**src/rtl/scan_pair_seq_pkg.sv**
```systemverilog
package scan_pair_seq_pkg;
  typedef enum logic [2:0] {
    ST_IDLE,
    ST_SHIFT,
    ST_WAIT,
    ST_LAUNCH,
    ST_CAPT
  } seq_state_e;

  typedef enum logic [1:0] {
    OP_HOLD,
    OP_SHIFT,
    OP_FUNC
  } chain_op_e;
endpackage

```
**src/rtl/cut_next.sv**
```systemverilog
module cut_next #(
  parameter int N = 8
) (
  input  logic [N-1:0] state_i,
  output logic [N-1:0] next_o
);
  for (genvar i = 0; i < N; i++) begin : g_bit
    assign next_o[i] = state_i[(i + N - 1) % N] ^ (state_i[i] & state_i[(i + 1) % N]);
  end
endmodule

```
**src/rtl/scan_chain_model.sv**
```systemverilog
module scan_chain_model
  import scan_pair_seq_pkg::*;
#(
  parameter int N = 8
) (
  input  logic      clk_i,
  input  logic      rst_ni,
  input  chain_op_e op_i,
  input  logic      si_i,
  output logic      so_o
);
  logic [N-1:0] chain_q;
  logic [N-1:0] func_d;

  cut_next #(.N(N)) u_cut (
    .state_i(chain_q),
    .next_o (func_d)
  );

  always_ff @(posedge clk_i or negedge rst_ni) begin
    if (!rst_ni) begin
      chain_q <= '0;
    end else begin
      case (op_i)
        OP_SHIFT: chain_q <= {chain_q[N-2:0], si_i};
        OP_FUNC:  chain_q <= func_d;
        default:  chain_q <= chain_q;
      endcase
    end
  end

  assign so_o = chain_q[N-1];
endmodule

```
**src/rtl/seq_ctrl.sv**
```systemverilog
module seq_ctrl
  import scan_pair_seq_pkg::*;
#(
  parameter int N       = 8,
  parameter int NUM_PAT = 3,
  parameter int IDLE_W  = 4
) (
  input  logic              clk_i,
  input  logic              rst_ni,
  input  logic              start_i,
  input  logic              los_i,
  input  logic [IDLE_W-1:0] idle_i,
  output seq_state_e        state_o,
  output logic              los_o,
  output logic              done_o
);
  localparam int CNT_W = $clog2(N + 1);
  localparam int PAT_W = $clog2(NUM_PAT + 1);

  seq_state_e        state_q;
  logic [CNT_W-1:0]  sh_cnt_q;
  logic [PAT_W-1:0]  pat_cnt_q;
  logic [IDLE_W-1:0] wait_cnt_q, idle_q;
  logic              los_q, done_q;

  always_ff @(posedge clk_i or negedge rst_ni) begin
    if (!rst_ni) begin
      state_q    <= ST_IDLE;
      sh_cnt_q   <= '0;
      pat_cnt_q  <= '0;
      wait_cnt_q <= '0;
      idle_q     <= '0;
      los_q      <= 1'b0;
      done_q     <= 1'b0;
    end else begin
      done_q <= 1'b0;
      case (state_q)
        ST_IDLE: begin
          if (start_i) begin
            state_q   <= ST_SHIFT;
            sh_cnt_q  <= '0;
            pat_cnt_q <= '0;
            los_q     <= los_i;
            idle_q    <= idle_i;
          end
        end
        ST_SHIFT: begin
          if (sh_cnt_q == CNT_W'(N - 1)) begin
            sh_cnt_q <= '0;
            if (pat_cnt_q == PAT_W'(NUM_PAT)) begin
              state_q <= ST_IDLE;
              done_q  <= 1'b1;
            end else if (los_q || idle_q == '0) begin
              state_q <= ST_LAUNCH;
            end else begin
              state_q    <= ST_WAIT;
              wait_cnt_q <= '0;
            end
          end else begin
            sh_cnt_q <= sh_cnt_q + 1'b1;
          end
        end
        ST_WAIT: begin
          if (wait_cnt_q + 1'b1 == idle_q) state_q <= ST_LAUNCH;
          else wait_cnt_q <= wait_cnt_q + 1'b1;
        end
        ST_LAUNCH: state_q <= ST_CAPT;
        ST_CAPT: begin
          state_q   <= ST_SHIFT;
          pat_cnt_q <= pat_cnt_q + 1'b1;
        end
        default: state_q <= ST_IDLE;
      endcase
    end
  end

  assign state_o = state_q;
  assign los_o   = los_q;
  assign done_o  = done_q;
endmodule

```
**src/rtl/scan_pair_seq.sv**
```systemverilog
module scan_pair_seq
  import scan_pair_seq_pkg::*;
#(
  parameter int CHAIN_LEN = 8,
  parameter int NUM_PAT   = 3,
  parameter int IDLE_W    = 4
) (
  input  logic              clk_i,
  input  logic              rst_ni,
  input  logic              start_i,
  input  logic              mode_i,
  input  logic [IDLE_W-1:0] idle_cnt_i,
  input  logic              scan_in_i,
  output logic              scan_out_o,
  output logic              scan_en_o,
  output logic              launch_o,
  output logic              capture_o,
  output logic              done_o
);
  seq_state_e state;
  chain_op_e  op;
  logic       los_q;

  seq_ctrl #(.N(CHAIN_LEN), .NUM_PAT(NUM_PAT), .IDLE_W(IDLE_W)) u_ctrl (
    .clk_i  (clk_i),
    .rst_ni (rst_ni),
    .start_i(start_i),
    .los_i  (mode_i),
    .idle_i (idle_cnt_i),
    .state_o(state),
    .los_o  (los_q),
    .done_o (done_o)
  );

  always_comb begin
    case (state)
      ST_SHIFT:  op = OP_SHIFT;
      ST_LAUNCH: op = los_q ? OP_SHIFT : OP_FUNC;
      ST_CAPT:   op = OP_FUNC;
      default:   op = OP_HOLD;
    endcase
  end

  scan_chain_model #(.N(CHAIN_LEN)) u_chain (
    .clk_i (clk_i),
    .rst_ni(rst_ni),
    .op_i  (op),
    .si_i  (scan_in_i),
    .so_o  (scan_out_o)
  );

  assign scan_en_o = (state == ST_IDLE) || (state == ST_SHIFT) || (state == ST_LAUNCH && los_q);
  assign launch_o  = (state == ST_LAUNCH);
  assign capture_o = (state == ST_CAPT);
endmodule

```
**config.mk**
```make
export PLATFORM = sky130hd
export DESIGN_NAME = scan_pair_seq
export DESIGN_NICKNAME = d
export VERILOG_FILES = /design/src/rtl/scan_pair_seq_pkg.sv /design/src/rtl/cut_next.sv /design/src/rtl/scan_chain_model.sv /design/src/rtl/seq_ctrl.sv /design/src/rtl/scan_pair_seq.sv
export SDC_FILE = /design/constraint.sdc
export NUM_CORES = 1
export LEC_CHECK = 0
export ABC_CLOCK_PERIOD_IN_PS = 2000
export BUFFER_PORTS_ARGS = -buffer_cell sky130_fd_sc_hd__buf_4
export CAP_MARGIN = 20
export CORE_AREA = 2 2 56 58
export CTS_BUF_LIST = sky130_fd_sc_hd__clkbuf_4
export CTS_CLUSTER_SIZE = 14
export DETAILED_ROUTE_END_ITERATION = 8
export DIE_AREA = 0 0 58 60
export GPL_ROUTABILITY_DRIVEN = 0
export PLACE_DENSITY = 0.68
export SLEW_MARGIN = 0
export SYNTH_ARGS = -nofsm -noshare
export SYNTH_HDL_FRONTEND = slang
export SYNTH_SLANG_ARGS = --single-unit
```
**constraint.sdc**
```tcl
create_clock -name clk_i -period 2 [get_ports clk_i]
set_input_delay 0.4 -clock clk_i [delete_from_list [all_inputs] [get_ports clk_i]]
set_output_delay 0.4 -clock clk_i [all_outputs]
set_load 0.02 [all_outputs]
```
==> impl_metrics.tcl, run 1 <==
set metrics [dict create \
    critPathSlowestCell "dfrtp_1" \
    n_antenna_cell 0 \
    syn_area_mm2 0.001519 \
    status "complete, no violations" \
    grt_usage_pct 18.34 \
    path_max_fanout 5 \
    hold_path.class "primary input to flip-flop" \
    r2r-end "u_ctrl.wait_cnt_q[3]" \
    synth_edf_count 0 \
    cts.path.max_buffers 2 \
    tightest_slew_ns 0.3969 \
    slew_headroom_pct 73.35 \
    drive_gt1_share_pct 24.86 \
    synthCells 153 \
    viasPerCell 5.757 \
    arrival_ns 2.14 \
    r2r_setup_slack_ns 0.13 \
    finalCoreUtilization_pct 60.65 \
    layout_min_cycle_time_ns 1.867 \
    cp-end-kind "flip-flop" \
    synth.distinct_cells 46 \
    drtIter0Drc 33 \
    power.total_uw 2522 \
    timing.final.crit_share_pct 93.36 \
    rows 20 \
    crit_family "flip-flops" \
    whs_path_depth 2 \
    syn-num-nets 166 \
    power.density_mw_per_mm2 1432 \
    antenna_left 0 \
    n_fill_cell 252 \
    die_height_um 60 \
    crit_buf_inv 0 \
    ys_async_sr_fraction_pct 100.0 \
    die_area_mm2 0.003480 \
    grt_max_degree 28 \
    fmax_ghz 0.5355 \
    final_common_cell "dfrtp_1" \
    r2r_cells 5 \
    ys_seq_area_share_pct 44.48 \
    startpoint_type "flip-flop" \
    min_to "u_ctrl.idle_q[2]" \
    ys_ff_latch 27 \
    worstPathRequired_ns 2.28 \
    cts-root-buf "clkbuf_4" \
    cts_buffers 3 \
    clock_latency_ns 0.32 \
    slew_viol_final 0 \
    syn_avg_cell_area_um2 9.928 \
    rsz0062_at_grt "no" \
    layout_common_cells "dfrtp_1, buf_4, nand2_1" \
    coreArea_mm2 0.002903 \
    ys_warn_count 0 \
    vias 1209 \
    port_buffers 13 \
    cts_tree "yes" \
    nNetsFinal 191 \
    finalHoldViolCount 0 \
    start_util_pct 52.33 \
    whs_ns 0.2973 \
    syn2layout_area_growth_pct 15.90 \
    hpwl_um 2076 \
    grt_pass1_vias 1113 \
    leakage_uw 0.0008017 \
    slowest_delay_ns 0.47 \
    drt_wl_total_um 2899 \
    cap_violations 0 \
    clk_pin_slew_worst_paths_ns 0.15 \
    dr.pass1.iters 4 \
    pin_count 14 \
    hold_start "idle_cnt_i[2]" \
    critical_path.cell_chain "ha_1 > xor2_1 > or3_1 > o311ai_1 > a22o_2" \
    synth_ff_type "dfrtp_1" \
    htree_levels 1 \
    gr-total-overflow 0 \
    wl_per_cell_um 13.80 \
    grt_pass1_wl_um 4905 \
    vdd_drop_max_mv 0.7757 \
    r2r-start "u_ctrl.wait_cnt_q[0]" \
    drc 0 \
    fin_setup_tns_ns 0 \
    antenna_found_initial 0 \
    clock_skew_ns 0.001790 \
    setup-violations-final 0 \
    die_w_um 58 \
    cts_sinks 27 \
    path_class "flip-flop to flip-flop" \
]
worst max path at each step:
| stage | endpoint | slack (ns) | start | cells past startpoint |
|---|---|---|---|---|
| after floorplan | u_chain.chain_q[3] | 0.20 | u_ctrl.state_o[0] | 8 |
| after global placement | u_ctrl.wait_cnt_q[3] | 0.19 | u_ctrl.wait_cnt_q[0] | 5 |
| after detailed placement | u_ctrl.wait_cnt_q[3] | 0.14 | u_ctrl.wait_cnt_q[0] | 5 |
| after CTS | u_ctrl.wait_cnt_q[3] | 0.11 | u_ctrl.wait_cnt_q[0] | 5 |
| after global routing | u_ctrl.wait_cnt_q[3] | 0.01 | u_ctrl.wait_cnt_q[0] | 5 |
| final | u_ctrl.wait_cnt_q[3] | 0.13 | u_ctrl.wait_cnt_q[0] | 5 |
power breakdown:
group          switching, uW  total [uW]  internal [uW]
clock network            163         254           91.5
logic                    593        1220            623
registers                275        1050            777
cell families after synthesis:
kind of cell,share of synthesized area [%]
multiplexers,5.849
buffers and inverters,2.965
adder cells (fa/ha/maj),3.295
flip-flops,44.48
AO/OA/AOI/OAI,16.64
AND/OR/NAND/NOR,22.90
XOR/XNOR,3.872
layer usage:
layer / part of all wire [%] / vias to the layer above / GRT usage (%)
li1: - / 612 / -
met3: 4.1 / 6 / 2.814
met2: 47 / 25 / 31.82
met4: 1.7 / 0 / 5.980
met1: 47 / 566 / 23.51
met5: 0 / - / 0
flip-flops by register name (all words and copies together), names as in the netlist:
signal             count
u_ctrl.pat_cnt_q       2
u_ctrl.los_o           1
u_ctrl.idle_q          4
u_ctrl.wait_cnt_q      4
u_ctrl.state_o         3
u_chain.chain_q        8
u_ctrl.done_o          1
u_ctrl.sh_cnt_q        4
cell usage after synthesis, drive strengths merged, types with 2 or more instances:
cell type / count / area, um^2
nand2: 19 / 71.32
nor3b: 3 / 32.53
clkbuf: 2 / 7.510
o311ai: 2 / 17.52
a22o: 4 / 36.29
o211ai: 2 / 15.01
nand3b: 2 / 15.01
nor2b: 5 / 31.28
nor2: 10 / 37.54
xnor2: 3 / 26.28
ha: 4 / 50.05
nand3: 10 / 50.05
a21oi: 7 / 35.03
mux2: 7 / 78.83
a41oi: 2 / 17.52
dfrtp: 27 / 675.7
o31ai: 2 / 15.01
inv: 6 / 22.52
o21ai: 10 / 50.05
buf: 3 / 15.01
per-stage QoR:
step	setup WS (ns)	area [um^2]	cells
6_report	0.1327	1760	210
5_1_grt	0.01468	1760	210
4_1_cts	0.1073	1720	205
3_5_place_dp	0.1408	1680	200
3_3_place_gp	0.1946	1680	200
2_1_floorplan	0.2027	1519	153
repair_timing:
| item | 4_1_cts | 5_1_grt |
|---|---|---|
| setup buffers | 0 | 5 |
| endpoints found under the hold margin | 27 | 0 |
| endpoints found under the setup margin | 0 | 2 |
| resized for setup | 0 | 1 |
| hold buffers | 1 | 0 |
final cells by class:
class	instances	area [um^2]	area share (%)
multi-input cells	115	800.8	45.49
flip-flops and latches	27	675.6	38.38
repair buffers	25	190.2	10.80
well taps	33	41.29	2.345
clock buffers	4	30.03	1.706
inverters	6	22.52	1.279
No activity file was read; power rests on OpenSTA's default activity.
==> run 2, diff against run 1 <==
--- a/config.mk
+++ b/config.mk
@@ -5,7 +5,7 @@
 export SDC_FILE = /design/constraint.sdc
 export NUM_CORES = 1
 export LEC_CHECK = 0
-export ABC_CLOCK_PERIOD_IN_PS = 2000
+export ABC_CLOCK_PERIOD_IN_PS = 2100
 export BUFFER_PORTS_ARGS = -buffer_cell sky130_fd_sc_hd__buf_4
 export CAP_MARGIN = 20
 export CORE_AREA = 2 2 56 58
==> constraint.sdc (replaced) <==
create_clock -name clk_i -period 2.1 [get_ports clk_i]
set_input_delay 0.42 -clock clk_i [delete_from_list [all_inputs] [get_ports clk_i]]
set_output_delay 0.42 -clock clk_i [all_outputs]
set_load 0.02 [all_outputs]
==> impl_metrics.tcl, run 2 (synthesized netlist as in run 1, its figures left out) <==
set metrics [dict create \
    status "complete, no violations" \
    vias 1182 \
    layout_min_cycle_time_ns 1.927 \
    grt_usage_pct 18.20 \
    path_max_fanout 10 \
    hpwl_um 2103 \
    clk_pin_slew_worst_paths_ns 0.15 \
    grt_max_degree 28 \
    use_met1_pct 23.63 \
    cp-startpoint "u_ctrl.state_o[1]" \
    dr.pass1.iters 4 \
    r2r-start "u_ctrl.state_o[1]" \
    port_buffers 13 \
    placed_cells 198 \
    die_height_um 60 \
    drc 0 \
    rows 20 \
    fin_setup_tns_ns 0 \
    pin_count 14 \
    htree_levels 1 \
    tightest_slew_ns 0.3966 \
    power.density_mw_per_mm2 1386 \
    wl_per_cell_um 14.06 \
    n_antenna_cell 0 \
    drtIter0Drc 36 \
    grt_use_met2_pct 31.33 \
    grt_pass1_wl_um 4892 \
    postPlaceCellArea_mm2 0.001665 \
    path_class "flip-flop to flip-flop" \
    clock_skew_ns 0.007425 \
    largest_reg_flops 8 \
    largest_register "u_chain.chain_q" \
    startpoint_type "flip-flop" \
    drive_gt1_share_pct 21.76 \
    vdd_drop_max_mv 0.8672 \
    cts.path.max_buffers 2 \
    grtUsageMet3_pct 2.597 \
    die_area_mm2 0.003480 \
    slew_viol_final 0 \
    crit_buf_inv 0 \
    syn2layout_area_growth_pct 12.44 \
    cp-end-kind "flip-flop" \
    final_cell_area_mm2 0.001708 \
    antenna_left 0 \
    finalHoldViolCount 0 \
    cts-root-buf "clkbuf_4" \
    cts_sinks 27 \
    slew_headroom_pct 73.37 \
    cap_violations 0 \
    timing.final.crit_share_pct 91.76 \
    start_util_pct 52.33 \
    nNetsFinal 184 \
    clock_latency_ns 0.32 \
    whs_ns 0.3254 \
    gr-total-overflow 0 \
    rsz0062_at_grt "no" \
    antenna_found_initial 0 \
    worstPathRequired_ns 2.30 \
    slowest_delay_ns 0.58 \
    drt_wl_total_um 2855 \
    coreArea_mm2 0.002903 \
    critPathSlowestCell "dfrtp_1" \
    crit_family "flip-flops" \
    stdcell_count 203 \
    die_w_um 58 \
    hold_path.class "primary input to flip-flop" \
    finalCoreUtilization_pct 58.84 \
    final_common_cell "dfrtp_1" \
    fmax_ghz 0.5189 \
    leakage_uw 0.0007645 \
    cts_tree "yes" \
    viasPerCell 5.823 \
    hold_start "idle_cnt_i[0]" \
    cts_buffers 3 \
    grt_busiest_layer "met2" \
    grt_pass1_vias 1143 \
    arrival_ns 2.13 \
    layout_common_cells "dfrtp_1, nand2_1, buf_4" \
    setup-violations-final 0 \
    critical_path.cell_chain "nor2_1 > nand2_1 > o21ai_0 > ha_2 > mux2_2 > a31oi_1 > a41oi_1" \
]
-- run 2: final cells by class --
type                            instances  area (um^2)
Clock buffer                            4        30.03
Multi-Input combinational cell        115        800.8
Tap cell                               33        41.29
Inverter                                6        22.52
Timing Repair Buffer                   18        137.6
Sequential cell                        27        675.6
Fill cell                             250         1195
-- run 2: path summary, 6_finish.rpt --
path,endpoint,slack (ns),cells after the start
max,u_chain.chain_q[2],0.17,7
min,u_ctrl.idle_q[0],0.33,2
max reg2reg,u_chain.chain_q[2],0.17,7
min reg2reg,u_ctrl.sh_cnt_q[3],0.51,1
max in group asynchronous,u_ctrl.wait_cnt_q[0],1.32,2
min in group asynchronous,u_ctrl.sh_cnt_q[0],0.52,2
-- run 2: stage by stage --
step                total power (uW)  worst slack (ns)
floorplan                       1830            0.3027
global placement                2077            0.2851
detailed placement              2129            0.1507
CTS                             2375            0.1603
global route                    2574           0.03031
finish                          2368            0.1729
-- run 2: per-layer routing --
metal,up-vias,routed length (um),share of wire [%]
li1,592,-,-
met1,582,1338,47
met2,6,1458,51
met3,2,39,1.4
met4,0,19,0.67
met5,-,0,0
-- run 2: worst register-to-register path, stage by stage, from the launching register on --
cell and delay (ns):
dfrtp_1 0.58, nor2_1 0.08, nand2_1 0.10, o21ai_0 0.12
ha_2 0.40, mux2_2 0.34, a31oi_1 0.14, a41oi_1 0.06
-- run 2: where the power goes --
part           total [uW]  leakage [uW]  internal [uW]  switching (uW)
registers            1010      0.000339            740             271
clock network         237     0.0000184           87.1             149
logic                1120      0.000407            565             555
-- run 2: what timing repair did --
item                       4_1_cts  5_1_grt
setup buffers                    0        0
hold endpoints to repair        27        0
gates resized for setup          0        1
hold buffers                     1        0
setup endpoints to repair        0        2
==> run 3, diff against run 2 <==
--- a/config.mk
+++ b/config.mk
@@ -5,6 +5,7 @@
 export SDC_FILE = /design/constraint.sdc
 export NUM_CORES = 1
 export LEC_CHECK = 0
+export ABC_AREA = 1
 export ABC_CLOCK_PERIOD_IN_PS = 2100
 export BUFFER_PORTS_ARGS = -buffer_cell sky130_fd_sc_hd__buf_4
 export CAP_MARGIN = 20
==> constraint.sdc (replaced) <==
create_clock -name clk_i -period 2.1 [get_ports clk_i]
set_input_delay 0.42 -clock clk_i [delete_from_list [all_inputs] [get_ports clk_i]]
set_output_delay 0.42 -clock clk_i [all_outputs]
set_load 0.05 [all_outputs]
==> impl_metrics.tcl, run 3 <==
set metrics [dict create \
    setup-violations-final 0 \
    final_common_cell "nand2_1" \
    hold_path.class "primary input to flip-flop" \
    r2r_cells 11 \
    die_w_um 58 \
    leakage_uw 0.0008403 \
    grt_pass1_wl_um 5168 \
    synth_top_area_share_pct 44.59 \
    clk_pin_slew_worst_paths_ns 0.15 \
    drive_gt1_share_pct 20.00 \
    largest_reg_flops 8 \
    status "complete, no violations" \
    hpwl_um 2285 \
    clock_latency_ns 0.33 \
    multiInputGateArea_um2 747.0 \
    ys_warn_count 0 \
    synthCells 188 \
    startpoint_type "flip-flop" \
    synthTopCellsByCount "nand2_1, dfrtp_1, inv_1" \
    die_area_mm2 0.003480 \
    timing.final.crit_share_pct 90.63 \
    dr.pass1.iters 4 \
    path_max_fanout 9 \
    whs_path_depth 3 \
    cts_tree "yes" \
    die_height_um 60 \
    synthTopCellsByArea "dfrtp_1, nand2_1, nand3_1, inv_1, o21ai_0" \
    ys_ff_latch 27 \
    drt_wl_total_um 2958 \
    cts-root-buf "clkbuf_4" \
    grt_pass1_vias 1264 \
    coreArea_mm2 0.002903 \
    yosysTopAreaCell "dfrtp_1" \
    power.density_mw_per_mm2 1349 \
    ys_async_sr_fraction_pct 100.0 \
    syn2layout_area_growth_pct 11.97 \
    gr-total-overflow 0 \
    antenna_left 0 \
    grtUsageMet3_pct 4.762 \
    grt_busiest_layer "met2" \
    syn-num-nets 201 \
    syn_area_mm2 0.001515 \
    pin_count 14 \
    viasPerCell 5.256 \
    ys_seq_area_share_pct 44.59 \
    largest_register "u_chain.chain_q" \
    layout_common_cells "nand2_1, dfrtp_1, inv_1, nand3_1, o21ai_0" \
    cap_violations 0 \
    vdd_drop_max_mv 0.8671 \
    fmax_ghz 0.5254 \
    antenna_found_initial 0 \
    wl_per_cell_um 12.43 \
    postCtsSetupBuffers 0 \
    fin_setup_tns_ns 0 \
    synth_ff_type "dfrtp_1" \
    seqCellArea_um2 675.6 \
    cp-end-kind "flip-flop" \
    syn_avg_cell_area_um2 8.060 \
    n_antenna_cell 0 \
    cts.path.max_buffers 2 \
    rows 20 \
    start_util_pct 52.20 \
    rsz0062_at_grt "no" \
    n_fill_cell 272 \
    cts_buffers 3 \
    final.setup.worst_slack_ns 0.1967 \
    synth.distinct_cells 24 \
    layout_min_cycle_time_ns 1.903 \
    drtIter0Drc 54 \
    synth_most_common_cell "nand2_1" \
    synth_edf_count 0 \
    drc 0 \
    cts_sinks 27 \
    grt_max_degree 28 \
    worstPathRequired_ns 2.34 \
    grt_usage_pct 19.45 \
    clock_skew_ns 0.0006481 \
    slew_headroom_pct 77.29 \
    arrival_ns 2.14 \
    vias 1251 \
    use_met1_pct 21.47 \
    htree_levels 1 \
    port_buffers 13 \
    slew_viol_final 0 \
    tightest_slew_ns 0.3406 \
    path_class "flip-flop to flip-flop" \
    dp_slack_ns 0.1925 \
    finalHoldViolCount 0 \
    grt_use_met2_pct 36.69 \
    nNetsFinal 219 \
]
run 3: final cells by class:
cell class	instances	share of cell area [%]
Inverter	26	5.752
Tap cell	33	2.434
Sequential cell	27	39.82
Clock inverter	1	0.2950
Multi-Input combinational cell	134	44.03
Clock buffer	3	1.327
Timing Repair Buffer	14	6.342
run 3: cells by family (layout without fill, tap and decap cells):
logic type	after synthesis	in the layout	share of synthesized area, %
AND/OR/NAND/NOR	98	98	31.71
flip-flops	27	27	44.59
buffers and inverters	27	44	6.771
AO/OA/AOI/OAI	23	23	8.423
XOR/XNOR	9	9	5.203
adder cells (fa/ha/maj)	4	4	3.303
run 3: what timing repair did:
action,4_1_cts,5_1_grt
gates resized for setup,0,1
hold endpoints to repair,27,0
setup endpoints to repair,0,1
hold buffers,1,0
run 3: where the power goes:
| group | leakage, uW | internal [uW] | switching, uW |
|---|---|---|---|
| registers | 0.000348 | 713 | 174 |
| logic | 0.000475 | 427 | 746 |
| clock network | 0.0000177 | 71.5 | 157 |
| total | 0.000840 | 1210 | 1080 |
run 3: per-stage QoR:
step | instance area (um^2) | hold WS [ns] | cells | utilization (%) | power (uW)
after detailed placement | 1657 | 0.3552 | 233 | 57.07 | 2071
final | 1697 | 0.2706 | 238 | 58.45 | 2288
after global placement | 1657 | 0.3515 | 233 | 57.07 | 2031
after global routing | 1697 | 0.2676 | 238 | 58.45 | 2501
after floorplan | 1523 | 0.1244 | 188 | - | 1802
after CTS | 1694 | 0.2611 | 238 | 58.36 | 2307
run 3: per-layer routing:
layer / up-vias / part of all wire [%]
li1: 639 / -
met3: 6 / 4.0
met5: - / 0
met4: 0 / 1.6
met2: 23 / 50
met1: 583 / 44
run 3: path summary, 6_finish.rpt:
path                                     start                  end  slack, ns
min reg2reg                u_ctrl.pat_cnt_q[0]  u_ctrl.pat_cnt_q[0]       0.51
max                          u_ctrl.state_o[1]   u_chain.chain_q[5]       0.20
min in group asynchronous               rst_ni   u_chain.chain_q[0]       0.52
min                              idle_cnt_i[1]     u_ctrl.idle_q[1]       0.27
max reg2reg                  u_ctrl.state_o[1]   u_chain.chain_q[5]       0.20
max in group asynchronous               rst_ni     u_ctrl.idle_q[2]       1.33
run 3: worst max-delay path, cell delays in order (launching register included):
cell and delay, ns:
dfrtp_1 0.45, inv_2 0.16, nand2_1 0.13, nor2_4 0.13
inv_1 0.06, nand2_1 0.06, ha_2 0.31, inv_2 0.14
o21ai_0 0.11, nand2_1 0.09, xnor2_1 0.12, inv_1 0.05
